===== src/rtl/sphs_pkg.sv =====
package sphs_pkg;
    typedef enum logic [2:0] {
        S_IDLE    = 3'd0,
        S_REQUEST = 3'd1,
        S_GRANT   = 3'd2,
        S_STREAM  = 3'd3,
        S_CLOSE   = 3'd4
    } hs_state_e;
endpackage


===== src/rtl/sphs_busy_flag.sv =====
module sphs_busy_flag (
    input  logic clk,
    input  logic rst_n,
    input  logic acquire,
    input  logic release_port,
    output logic busy
);
    always_ff @(posedge clk) begin
        if (!rst_n)            busy <= 1'b0;
        else if (acquire)      busy <= 1'b1;
        else if (release_port) busy <= 1'b0;
    end
endmodule


===== src/rtl/sphs_byte_ctr.sv =====
module sphs_byte_ctr #(
    parameter int LEN_W      = 16,
    parameter int BEAT_BYTES = 4
) (
    input  logic             clk,
    input  logic             rst_n,
    input  logic             load,
    input  logic [LEN_W-1:0] load_len,
    input  logic             beat,
    output logic             len_zero,
    output logic             last_beat
);
    localparam logic [LEN_W-1:0] BEAT_L = LEN_W'(BEAT_BYTES);

    logic [LEN_W-1:0] remaining;

    always_ff @(posedge clk) begin
        if (!rst_n) begin
            remaining <= '0;
        end else if (load) begin
            remaining <= load_len;
        end else if (beat) begin
            if (remaining > BEAT_L) remaining <= remaining - BEAT_L;
            else                    remaining <= '0;
        end
    end

    assign len_zero  = (remaining == '0);
    assign last_beat = (remaining <= BEAT_L);
endmodule


===== src/rtl/sphs_fsm.sv =====
module sphs_fsm
    import sphs_pkg::*;
(
    input  logic      clk,
    input  logic      rst_n,
    input  logic      prod_valid,
    input  logic      grant_ok,
    input  logic      len_zero,
    input  logic      beat_fire,
    input  logic      last_beat,
    output hs_state_e state
);
    hs_state_e state_nx;

    always_ff @(posedge clk) begin
        if (!rst_n) state <= S_IDLE;
        else        state <= state_nx;
    end

    always_comb begin
        state_nx = state;
        unique case (state)
            S_IDLE:    if (prod_valid) state_nx = S_REQUEST;
            S_REQUEST: if (grant_ok)   state_nx = S_GRANT;
            S_GRANT:   state_nx = len_zero ? S_CLOSE : S_STREAM;
            S_STREAM:  if (beat_fire && last_beat) state_nx = S_CLOSE;
            S_CLOSE:   state_nx = S_IDLE;
            default:   state_nx = S_IDLE;
        endcase
    end
endmodule


===== src/rtl/stream_port_hs.sv =====
module stream_port_hs
    import sphs_pkg::*;
#(
    parameter int DATA_W     = 32,
    parameter int LEN_W      = 16,
    parameter int PID_W      = 4,
    parameter int TAG_W      = 4,
    parameter int BEAT_BYTES = DATA_W / 8
) (
    input  logic              clk,
    input  logic              rst_n,
    input  logic              prod_valid,
    output logic              prod_ready,
    input  logic [DATA_W-1:0] prod_data,
    input  logic [LEN_W-1:0]  prod_len,
    input  logic [PID_W-1:0]  prod_port_id,
    input  logic [TAG_W-1:0]  dep_dist,
    input  logic              cons_task_done,
    output logic              start_req,
    output logic [PID_W-1:0]  start_req_port,
    output logic              start_ack,
    output logic              child_ready,
    output logic [TAG_W-1:0]  child_tag,
    output logic              port_busy,
    output logic              cons_valid,
    input  logic              cons_ready,
    output logic [DATA_W-1:0] cons_data,
    output logic              eos
);
    hs_state_e        state;
    logic             grant_ok;
    logic             len_zero;
    logic             last_beat;
    logic             beat_fire;
    logic             capture;
    logic [TAG_W-1:0] inst_cnt;
    logic [PID_W-1:0] port_q;
    logic [TAG_W-1:0] tag_q;

    assign capture   = (state == S_IDLE) && prod_valid;
    assign grant_ok  = (state == S_REQUEST) && cons_task_done && !port_busy;
    assign beat_fire = (state == S_STREAM) && prod_valid && cons_ready;

    sphs_fsm u_fsm (
        .clk        (clk),
        .rst_n      (rst_n),
        .prod_valid (prod_valid),
        .grant_ok   (grant_ok),
        .len_zero   (len_zero),
        .beat_fire  (beat_fire),
        .last_beat  (last_beat),
        .state      (state)
    );

    sphs_byte_ctr #(.LEN_W(LEN_W), .BEAT_BYTES(BEAT_BYTES)) u_ctr (
        .clk       (clk),
        .rst_n     (rst_n),
        .load      (capture),
        .load_len  (prod_len),
        .beat      (beat_fire),
        .len_zero  (len_zero),
        .last_beat (last_beat)
    );

    sphs_busy_flag u_busy (
        .clk          (clk),
        .rst_n        (rst_n),
        .acquire      (grant_ok),
        .release_port (state == S_CLOSE),
        .busy         (port_busy)
    );

    always_ff @(posedge clk) begin
        if (!rst_n) begin
            inst_cnt <= '0;
            port_q   <= '0;
            tag_q    <= '0;
        end else begin
            if (capture) begin
                port_q <= prod_port_id;
                tag_q  <= inst_cnt + dep_dist;
            end
            if (grant_ok) inst_cnt <= inst_cnt + 1'b1;
        end
    end

    always_comb begin
        start_req      = 1'b0;
        start_ack      = 1'b0;
        child_ready    = 1'b0;
        prod_ready     = 1'b0;
        cons_valid     = 1'b0;
        eos            = 1'b0;
        unique case (state)
            S_IDLE:    ;
            S_REQUEST: start_req = 1'b1;
            S_GRANT: begin
                start_ack   = 1'b1;
                child_ready = 1'b1;
            end
            S_STREAM: begin
                prod_ready = cons_ready;
                cons_valid = prod_valid;
            end
            S_CLOSE:   eos = 1'b1;
            default:   ;
        endcase
    end

    assign cons_data      = prod_data;
    assign start_req_port = port_q;
    assign child_tag      = tag_q;
endmodule


===== config.mk =====
export PLATFORM = sky130hd
export DESIGN_NAME = stream_port_hs
export DESIGN_NICKNAME = d
export VERILOG_FILES = /design/src/rtl/sphs_pkg.sv /design/src/rtl/sphs_busy_flag.sv /design/src/rtl/sphs_byte_ctr.sv /design/src/rtl/sphs_fsm.sv /design/src/rtl/stream_port_hs.sv
export SDC_FILE = /design/constraint.sdc
export NUM_CORES = 1
export LEC_CHECK = 0
export CORE_AREA = 2 2 74 76
export DETAILED_ROUTE_END_ITERATION = 8
export DIE_AREA = 0 0 76 78
export PLACE_DENSITY = 0.8
export SYNTH_ARGS = -nofsm -noshare
export SYNTH_HDL_FRONTEND = slang
export SYNTH_SLANG_ARGS = --single-unit

===== constraint.sdc =====
create_clock -name clk -period 2 [get_ports clk]
set_input_delay 0.4 -clock clk [delete_from_list [all_inputs] [get_ports clk]]
set_output_delay 0.4 -clock clk [all_outputs]
set_load 0.05 [all_outputs]

* After elaboration in Yosys (flattened, before gate mapping)
Index checks and enable logic that the tools add are counted.
** Storage, ports and cells
- Bits of input ports :: 61
- Bits in writable memories :: 0
- Memories kept :: 0
- Output and inout port bits :: 47
- Register bits :: 32
- Latch bits :: 0
- ROM bits :: 0
** Cells by class
- Reduce and logical (&&, ||, !) cells :: 12
- Order comparisons :: 2
- Bitwise operators :: 0
- Shift-type cells :: 0
- Add/subtract/negate cells :: 3
- $mul :: 0
- Multiplexer cells :: 15
- Div/mod/pow operators :: 0
- Eq/ne operators :: 7
** Operators with widths (number)
- 2-to-1 mux 16 bit :: 3
- greater-than comparator 16 x 3 -> 1 bit (second input constant) :: 1
- <= comparator 16 x 3 -> 1 bit (second input constant) :: 1
- zero test 16 bit :: 1
- subtractor 16 x 3 -> 16 bit (second input constant) :: 1
- 2-to-1 mux 3 bit :: 4
- one-hot mux 3 bit (4 select lines) :: 1
- 2-to-1 mux 1 bit :: 7
- equality test 3 x 2 -> 1 bit (second input constant) :: 2
- logical AND 1 bit :: 6
- adder 4 x 1 -> 4 bit (second input constant) :: 1
- adder 4 bit :: 1
- inequality test 2 bit (second input constant) :: 2
- nonzero test 2 bit :: 2
- equality test 3 x 1 -> 1 bit (second input constant) :: 1
- equality test 3 bit (second input constant) :: 1
- zero test 3 bit :: 1
- AND reduction 3 bit :: 1
- inequality test 2 x 1 -> 1 bit (second input constant) :: 1
- zero test 1 bit :: 1

* Depth between registers and ports, before layout
Gate-level depths: netlist of run 1.
- Word-level depth :: 6
- Mapped depth :: 7
- Gate-level depth less buffers :: 7

* Hierarchy
From an unflattened synthesis of run 1, not the netlist that was laid out.
** Second synthesis, totals
- Cell total of the unflattened synthesis :: 277
- Area total of the unflattened synthesis :: 2245.9 um2
** By module, submodules not included
- sphs_byte_ctr :: cells an instance 152, area an instance 1148.6 um2, instances 1, seq. area each 320.3 um2
- stream_port_hs :: cells an instance 104, area an instance 887.1 um2, instances 1, seq. area each 240.2 um2
- sphs_fsm :: cells an instance 18, area an instance 168.9 um2, instances 1, seq. area each 60.1 um2
- sphs_busy_flag :: cells an instance 3, area an instance 41.3 um2, instances 1, seq. area each 20.0 um2

* Least setup slack after synthesis of run 1
No wires, ideal clock.
- Path type :: register to output
- Start :: reg u_fsm.state[1]
- End :: out start_ack
- Required time :: 1.600 ns
- Stages on the path, launching flop included :: 3
- Buffers on the path :: 1
- Setup slack :: -0.463 ns
- Data arrival time :: 2.063 ns
- Path through :: dfxtp_1 nor3b_1 buf_4
** On the way
- Longest elaborated chain between the ends :: 2
** RTL lines
- start: declaration :: line sphs_fsm.sv:11 : output hs_state_e state
- start signal: assignment :: line sphs_fsm.sv:17 : else state <= state_nx;
- equality test 3 x 2 -> 1 bit
- 2-to-1 mux 1 bit
- end: declaration :: line stream_port_hs.sv:21 : output logic start_ack,
Every way passes these cells.

* Worst setup path after layout of run 1
- Start :: reg u_ctr.remaining[4]
- End :: reg u_ctr.remaining[9]
** On the way
- Longest elaborated chain between the ends :: 4
- Elaborated cells between the ends (all ways) :: 5
** RTL lines
- start: declaration :: line sphs_byte_ctr.sv:15 : logic [LEN_W-1:0] remaining;
- start signal: assignment :: line sphs_byte_ctr.sv:21 : remaining <= load_len;
- start signal: assignment :: line sphs_byte_ctr.sv:23 : if (remaining > BEAT_L) remaining <= remaining - BEAT_L;
- subtractor 16 x 3 -> 16 bit or greater-than comparator 16 x 3 -> 1 bit (tied branches) :: line sphs_byte_ctr.sv:23
- 2-to-1 mux 16 bit * :: line sphs_byte_ctr.sv:23
- 2-to-1 mux 16 bit * :: line sphs_byte_ctr.sv:22 : end else if (beat) begin
- 2-to-1 mux 16 bit * :: line sphs_byte_ctr.sv:20 : end else if (load) begin
Every way passes the cells marked *; elsewhere a longest branch is shown, timed or not. The select of a mux whose other input is x is not followed.
A chain may end at the register's enable or synchronous reset.

==> flow_summary.json, run 1 <==
{
  "hold_violations": 0,
  "drc_errors": 0,
  "placed_area_mm2": 0.002414,
  "final_common_cell": "clkdlybuf4s50_1",
  "synth_area_per_cell_um2": 8.159,
  "synth_area_mm2": 0.001958,
  "crit_fanout": 8,
  "cts_sinks": 32,
  "routed_via_density": 5.104,
  "grt_pass1_vias": 1758,
  "most-common-layout-cells": "37 x clkdlybuf4s50_1, 32 x dfxtp_1, 29 x nand2_1",
  "drv_slew": 0,
  "antenna_found_initial": 0,
  "fmax_mhz": 522.3,
  "p_clk_share_pct": 27.2,
  "cp_slowest_stage_delay_ns": 0.57,
  "hp-class": "reg2reg",
  "cp_slowest_cell": "or4_4",
  "ir_drop_mv": 0.4351,
  "p_int_mw": 1.510,
  "via_count": 1725,
  "power_density_mw_per_mm2": 917.4,
  "p_switching_mw": 0.8068,
  "grtUsageTotal_pct": 16.06,
  "die-area_mm2": 0.005928,
  "fillCellCount": 463,
  "postLayoutCoreUtil_pct": 50.07,
  "initial_core_util_pct": 38.83,
  "ys_seq_area_share_pct": 32.72,
  "synth_flop_cell": "dfxtp_1",
  "dp_hpwl_um": 3444,
  "drtPass1Iterations": 4,
  "rsz0062_at_grt": "true",
  "clkSlewWorstSetupHoldPaths_ns": 0.07,
  "comb_power_share_pct": 38.3,
  "setup_viol": 0,
  "drtIter0Drc": 95,
  "floorplan.rows": 26,
  "wl_per_cell_um": 13.56,
  "skew_ns": 0.002756,
  "num_io_pins": 108,
  "ys_seq_elements": 32,
  "fin_ws_ns": 0.08542,
  "cts_resized": 0,
  "final_antenna_net_count": 0,
  "io_buffers": 43,
  "worstMarginPinSlew_ns": 0.6962,
  "root_buffer": "clkbuf_8",
  "p_sw_share_pct": 34.83,
  "preCtsSetupSlack_ns": -0.08561,
  "async_flop_share_pct": 0,
  "ys_warn_count": 0,
  "fin_crit_ns": 1.915,
  "overflow": 0,
  "fin_crit_sh_pct": 95.73,
  "crit_arrival_ns": 2.10,
  "pwr-share-seq_pct": 34.5,
  "globalplace.congestion": 0.8700,
  "syn_nets": 308,
  "cts_made_buffers": 5,
  "synth_cells": 240,
  "tritoncts": "built",
  "run_status": "complete, no violations",
  "clk_latency_ns": 0.29,
  "crit_top_cell": "nand3_2",
  "crit_type": "reg2reg",
  "power_mw": 2.316,
  "hold_buffers": 0,
  "diodes": 0,
  "h-tree-depth": 2,
  "grt_pass1_wl_um": 7734,
  "core_area_mm2": 0.005042,
  "clockBufferDepth": 2,
  "grt_max_degree": 23,
  "cp_data_required_time_ns": 2.18,
  "cp_cell_sequence": "or4_4 > nor4b_4 > nand3_2 > nand3_2 > o21ai_1",
  "p_leak_nw": 0.9709,
  "relSlewSlack_pct": 53.54,
  "synthToLayoutAreaGrowth_pct": 28.95,
  "post_cts.repair.setup_buffers": 0,
  "crit_path_end_kind": "register",
  "synth_cell_types": 45,
  "stdcell_area_mm2": 0.002525,
  "finalNetCount": 335,
  "finalWirelength_um": 4582,
  "die_width_um": 76,
  "cap_violations": 0,
  "synth-edff-count": 0,
  "start_kind": "register",
  "drive_gt1_share_pct": 17.16,
  "die_h_um": 78
}
==> stage by stage <==
step                TNS (ns)  hold WS, ns  std cells
floorplan                  0       0.4479        240
global placement           0       0.4415        330
detailed placement   -0.1793       0.4585        330
CTS                        0       0.4700        338
global route         -0.2197       0.4847        338
finish                     0       0.4693        338
==> worst max-delay path: cells and delay by family, from the launching register on <==
family	cells	cell delay, ns
flip-flops	1	0.33
AO/OA/AOI/OAI	1	0.09
AND/OR/NAND/NOR	4	1.37
==> state kept, by name, summed over array words and instances, names as in the netlist <==
name             cells
u_ctr.remaining     16
u_busy.busy          1
inst_cnt             4
start_req_port       4
child_tag            4
u_fsm.state          3
==> synthesized netlist by cell type (2+ instances only) <==
| cell type | count | area (um2) |
|---|---|---|
| a211o_1 | 2 | 17.52 |
| or2_2 | 2 | 12.51 |
| nor3_1 | 7 | 35.03 |
| nand3_2 | 2 | 20.02 |
| inv_1 | 8 | 30.03 |
| nand2_1 | 29 | 108.9 |
| o21ai_0 | 2 | 10.01 |
| a22oi_1 | 2 | 15.01 |
| nand4_1 | 2 | 12.51 |
| a31oi_1 | 3 | 18.77 |
| dfxtp_1 | 32 | 640.6 |
| a211oi_1 | 2 | 15.01 |
| nand3_1 | 17 | 85.08 |
| clkbuf_1 | 5 | 18.77 |
| a21oi_1 | 16 | 80.08 |
| ha_1 | 6 | 75.07 |
| xnor2_1 | 9 | 78.83 |
| buf_2 | 3 | 15.01 |
| or4_4 | 2 | 22.52 |
| xor2_1 | 6 | 52.55 |
| nor2_1 | 14 | 52.55 |
| buf_4 | 33 | 247.7 |
| a21o_1 | 3 | 22.52 |
| o21ai_1 | 8 | 40.04 |
| nor4_1 | 5 | 31.28 |
==> power by group through the flow <==
stage | Combinational, mW | Clock, mW | Sequential (mW)
floorplan | 0.659 | 0 | 0.873
global placement | 0.868 | 0 | 0.807
detailed placement | 0.889 | 0 | 0.809
CTS | 0.893 | 0.640 | 0.798
global route | 0.974 | 0.678 | 0.812
finish | 0.887 | 0.630 | 0.800
==> per-layer routing <==
layer	wire length, um	GRT usage [%]
met3	376	6.279
met5	0	0
met2	2221	27.77
met4	90	6.727
met1	1894	17.62
==> layout make-up <==
cell class	instances	area (um2)	area share, %
Clock buffer	5	68.82	2.725
Clock inverter	3	42.54	1.685
Inverter	8	30.03	1.189
Multi-Input combinational cell	159	1017	40.29
Sequential cell	32	640.6	25.37
Tap cell	70	87.58	3.469
Timing Repair Buffer	61	638.1	25.27
==> cells by family after synthesis <==
family,share of synthesized area [%]
DFF,32.72
and+or+nand+nor,24.79
xor gates and xnor gates,6.709
AOI/OAI and AO/OA,15.02
buffers and inverters,15.91
adders and majority gates,4.856
==> worst paths after layout <==
check                                     to  slack, ns                             from  depth (start not counted)
max          u_ctr.remaining[9]$_SDFFE_PN0P_       0.09  u_ctr.remaining[4]$_SDFFE_PN0P_                          5
min           start_req_port[1]$_SDFFE_PN0P_       0.47   start_req_port[1]$_SDFFE_PN0P_                          2
max reg2reg  u_ctr.remaining[9]$_SDFFE_PN0P_       0.09  u_ctr.remaining[4]$_SDFFE_PN0P_                          5
min reg2reg   start_req_port[1]$_SDFFE_PN0P_       0.47   start_req_port[1]$_SDFFE_PN0P_                          2
Note: power is estimated with default switching activity, not from simulation.
==> run 2: changes to the inputs <==
Settings changed: CORE_AREA 2 2 74 76 to 2 2 57 99, DIE_AREA 0 0 76 78 to 0 0 59 101, PLACE_DENSITY 0.8 to 0.79.
==> flow_summary.json, run 2 (synthesized netlist as in run 1, its figures left out) <==
{
  "p_sw_share_pct": 34.47,
  "crit_type": "reg2reg",
  "ir_drop_mv": 0.5573,
  "p_clk_share_pct": 26.8,
  "drtPass1Iterations": 4,
  "via_count": 1764,
  "globalplace.congestion": 0.8428,
  "diodes": 0,
  "worstMarginPinSlew_ns": 0.5293,
  "synthToLayoutAreaGrowth_pct": 28.56,
  "final_antenna_net_count": 0,
  "crit_fanout": 4,
  "fin_cells": 324,
  "grt_pass1_vias": 1764,
  "cp_data_required_time_ns": 2.17,
  "p_int_mw": 1.515,
  "largest_reg_flops": 16,
  "fin_ws_ns": 0.09873,
  "h-tree-depth": 2,
  "comb_power_share_pct": 38.6,
  "wl_per_cell_um": 14.50,
  "routed_via_density": 5.444,
  "hold_violations": 0,
  "power_mw": 2.312,
  "crit_path_end_kind": "register",
  "drc_errors": 0,
  "grtUsageTotal_pct": 16.77,
  "placed_cells": 315,
  "fmax_mhz": 526.0,
  "pwr-share-seq_pct": 34.7,
  "cap_violations": 0,
  "die-area_mm2": 0.005959,
  "cts_sinks": 32,
  "largest-register": "u_ctr.remaining",
  "cts_made_buffers": 5,
  "grt_max_degree": 23,
  "die_width_um": 59,
  "setup-tns-final_ns": 0,
  "rsz0062_at_grt": "true",
  "start_kind": "register",
  "finalNetCount": 336,
  "drv_slew": 0,
  "fin_crit_ns": 1.901,
  "finalWirelength_um": 4698,
  "die_h_um": 101,
  "fillCellCount": 488,
  "setup_viol": 0,
  "hold_buffers": 0,
  "fin_crit_sh_pct": 95.06,
  "power_density_mw_per_mm2": 918.5,
  "floorplan.rows": 35,
  "skew_ns": 0.004676,
  "p_switching_mw": 0.7970,
  "grt_pass1_wl_um": 7714,
  "drtIter0Drc": 29,
  "io_buffers": 43,
  "antenna_found_initial": 0,
  "drive_gt1_share_pct": 17.10,
  "overflow": 0,
  "tritoncts": "built",
  "clockBufferDepth": 2,
  "preCtsSetupSlack_ns": -0.06745,
  "relSlewSlack_pct": 64.39,
  "final_common_cell": "clkdlybuf4s50_1",
  "clkSlewWorstSetupHoldPaths_ns": 0.07,
  "crit_arrival_ns": 2.08,
  "hp-class": "reg2reg",
  "core_area_mm2": 0.005167,
  "run_status": "complete, no violations",
  "dp_hpwl_um": 3733,
  "p_leak_nw": 0.9771,
  "most-common-layout-cells": "37 x clkdlybuf4s50_1, 32 x dfxtp_1, 29 x nand2_1",
  "root_buffer": "clkbuf_8",
  "initial_core_util_pct": 37.89,
  "clk_latency_ns": 0.29,
  "num_io_pins": 108
}
[run 2: worst paths after layout]
| check | from | endpoint | cells past startpoint | slack (ns) |
|---|---|---|---|---|
| worst max-delay path | u_ctr.remaining[4]$_SDFFE_PN0P_ | u_ctr.remaining[12]$_SDFFE_PN0P_ | 6 | 0.1 |
| worst min-delay path | start_req_port[3]$_SDFFE_PN0P_ | start_req_port[3]$_SDFFE_PN0P_ | 2 | 0.45 |
| worst max register to register | u_ctr.remaining[4]$_SDFFE_PN0P_ | u_ctr.remaining[12]$_SDFFE_PN0P_ | 6 | 0.1 |
| worst min register to register | start_req_port[3]$_SDFFE_PN0P_ | start_req_port[3]$_SDFFE_PN0P_ | 2 | 0.45 |
[run 2: worst max-delay path, stage by stage, from the launching register on]
cell and delay (ns):
dfxtp_1 0.32, or4_4 0.56, nor4b_4 0.38, buf_4 0.18, nor3_1 0.04, a32oi_1 0.20
a31oi_1 0.10
[run 2: layout make-up]
class	instances	area [um2]	share of cell area (%)
Clock buffer	6	72.57	2.883
Clock inverter	2	35.03	1.392
Inverter	8	30.03	1.193
Multi-Input combinational cell	159	1025	40.71
Sequential cell	32	640.6	25.45
Tap cell	55	68.82	2.734
Timing Repair Buffer	62	645.6	25.65
[run 2: power groups by stage]
stage               combinational (mW)  sequential (mW)  clock, mW
finish                           0.892            0.801      0.619
global route                     0.964            0.813      0.660
CTS                              0.883            0.800      0.629
detailed placement               0.880            0.812          0
global placement                 0.860            0.811          0
floorplan                        0.659            0.873          0
[run 2: layer usage]
layer  global-route usage (%)  vias up  share of wire (%)
li1                         -      859                  -
met1                    16.47      823                 36
met2                    30.43       53                 54
met3                    3.594       29                5.2
met4                    10.49        0                4.7
met5                        0        -                  0
[run 2: what timing repair did]
item                                    4_1_cts  5_1_grt
buffers inserted                              0        1
resized for setup                             0        1
hold endpoints to repair                      0        0
endpoints found under the setup margin        0        9
[run 2: metrics by stage]
step	util (%)	area, um2	hold WS [ns]
2_1_floorplan	-	1969	0.4479
3_3_place_gp	46.34	2395	0.4429
3_5_place_dp	46.34	2395	0.4494
4_1_cts	48.43	2502	0.4591
5_1_grt	48.72	2517	0.4878
6_report	48.72	2517	0.4522
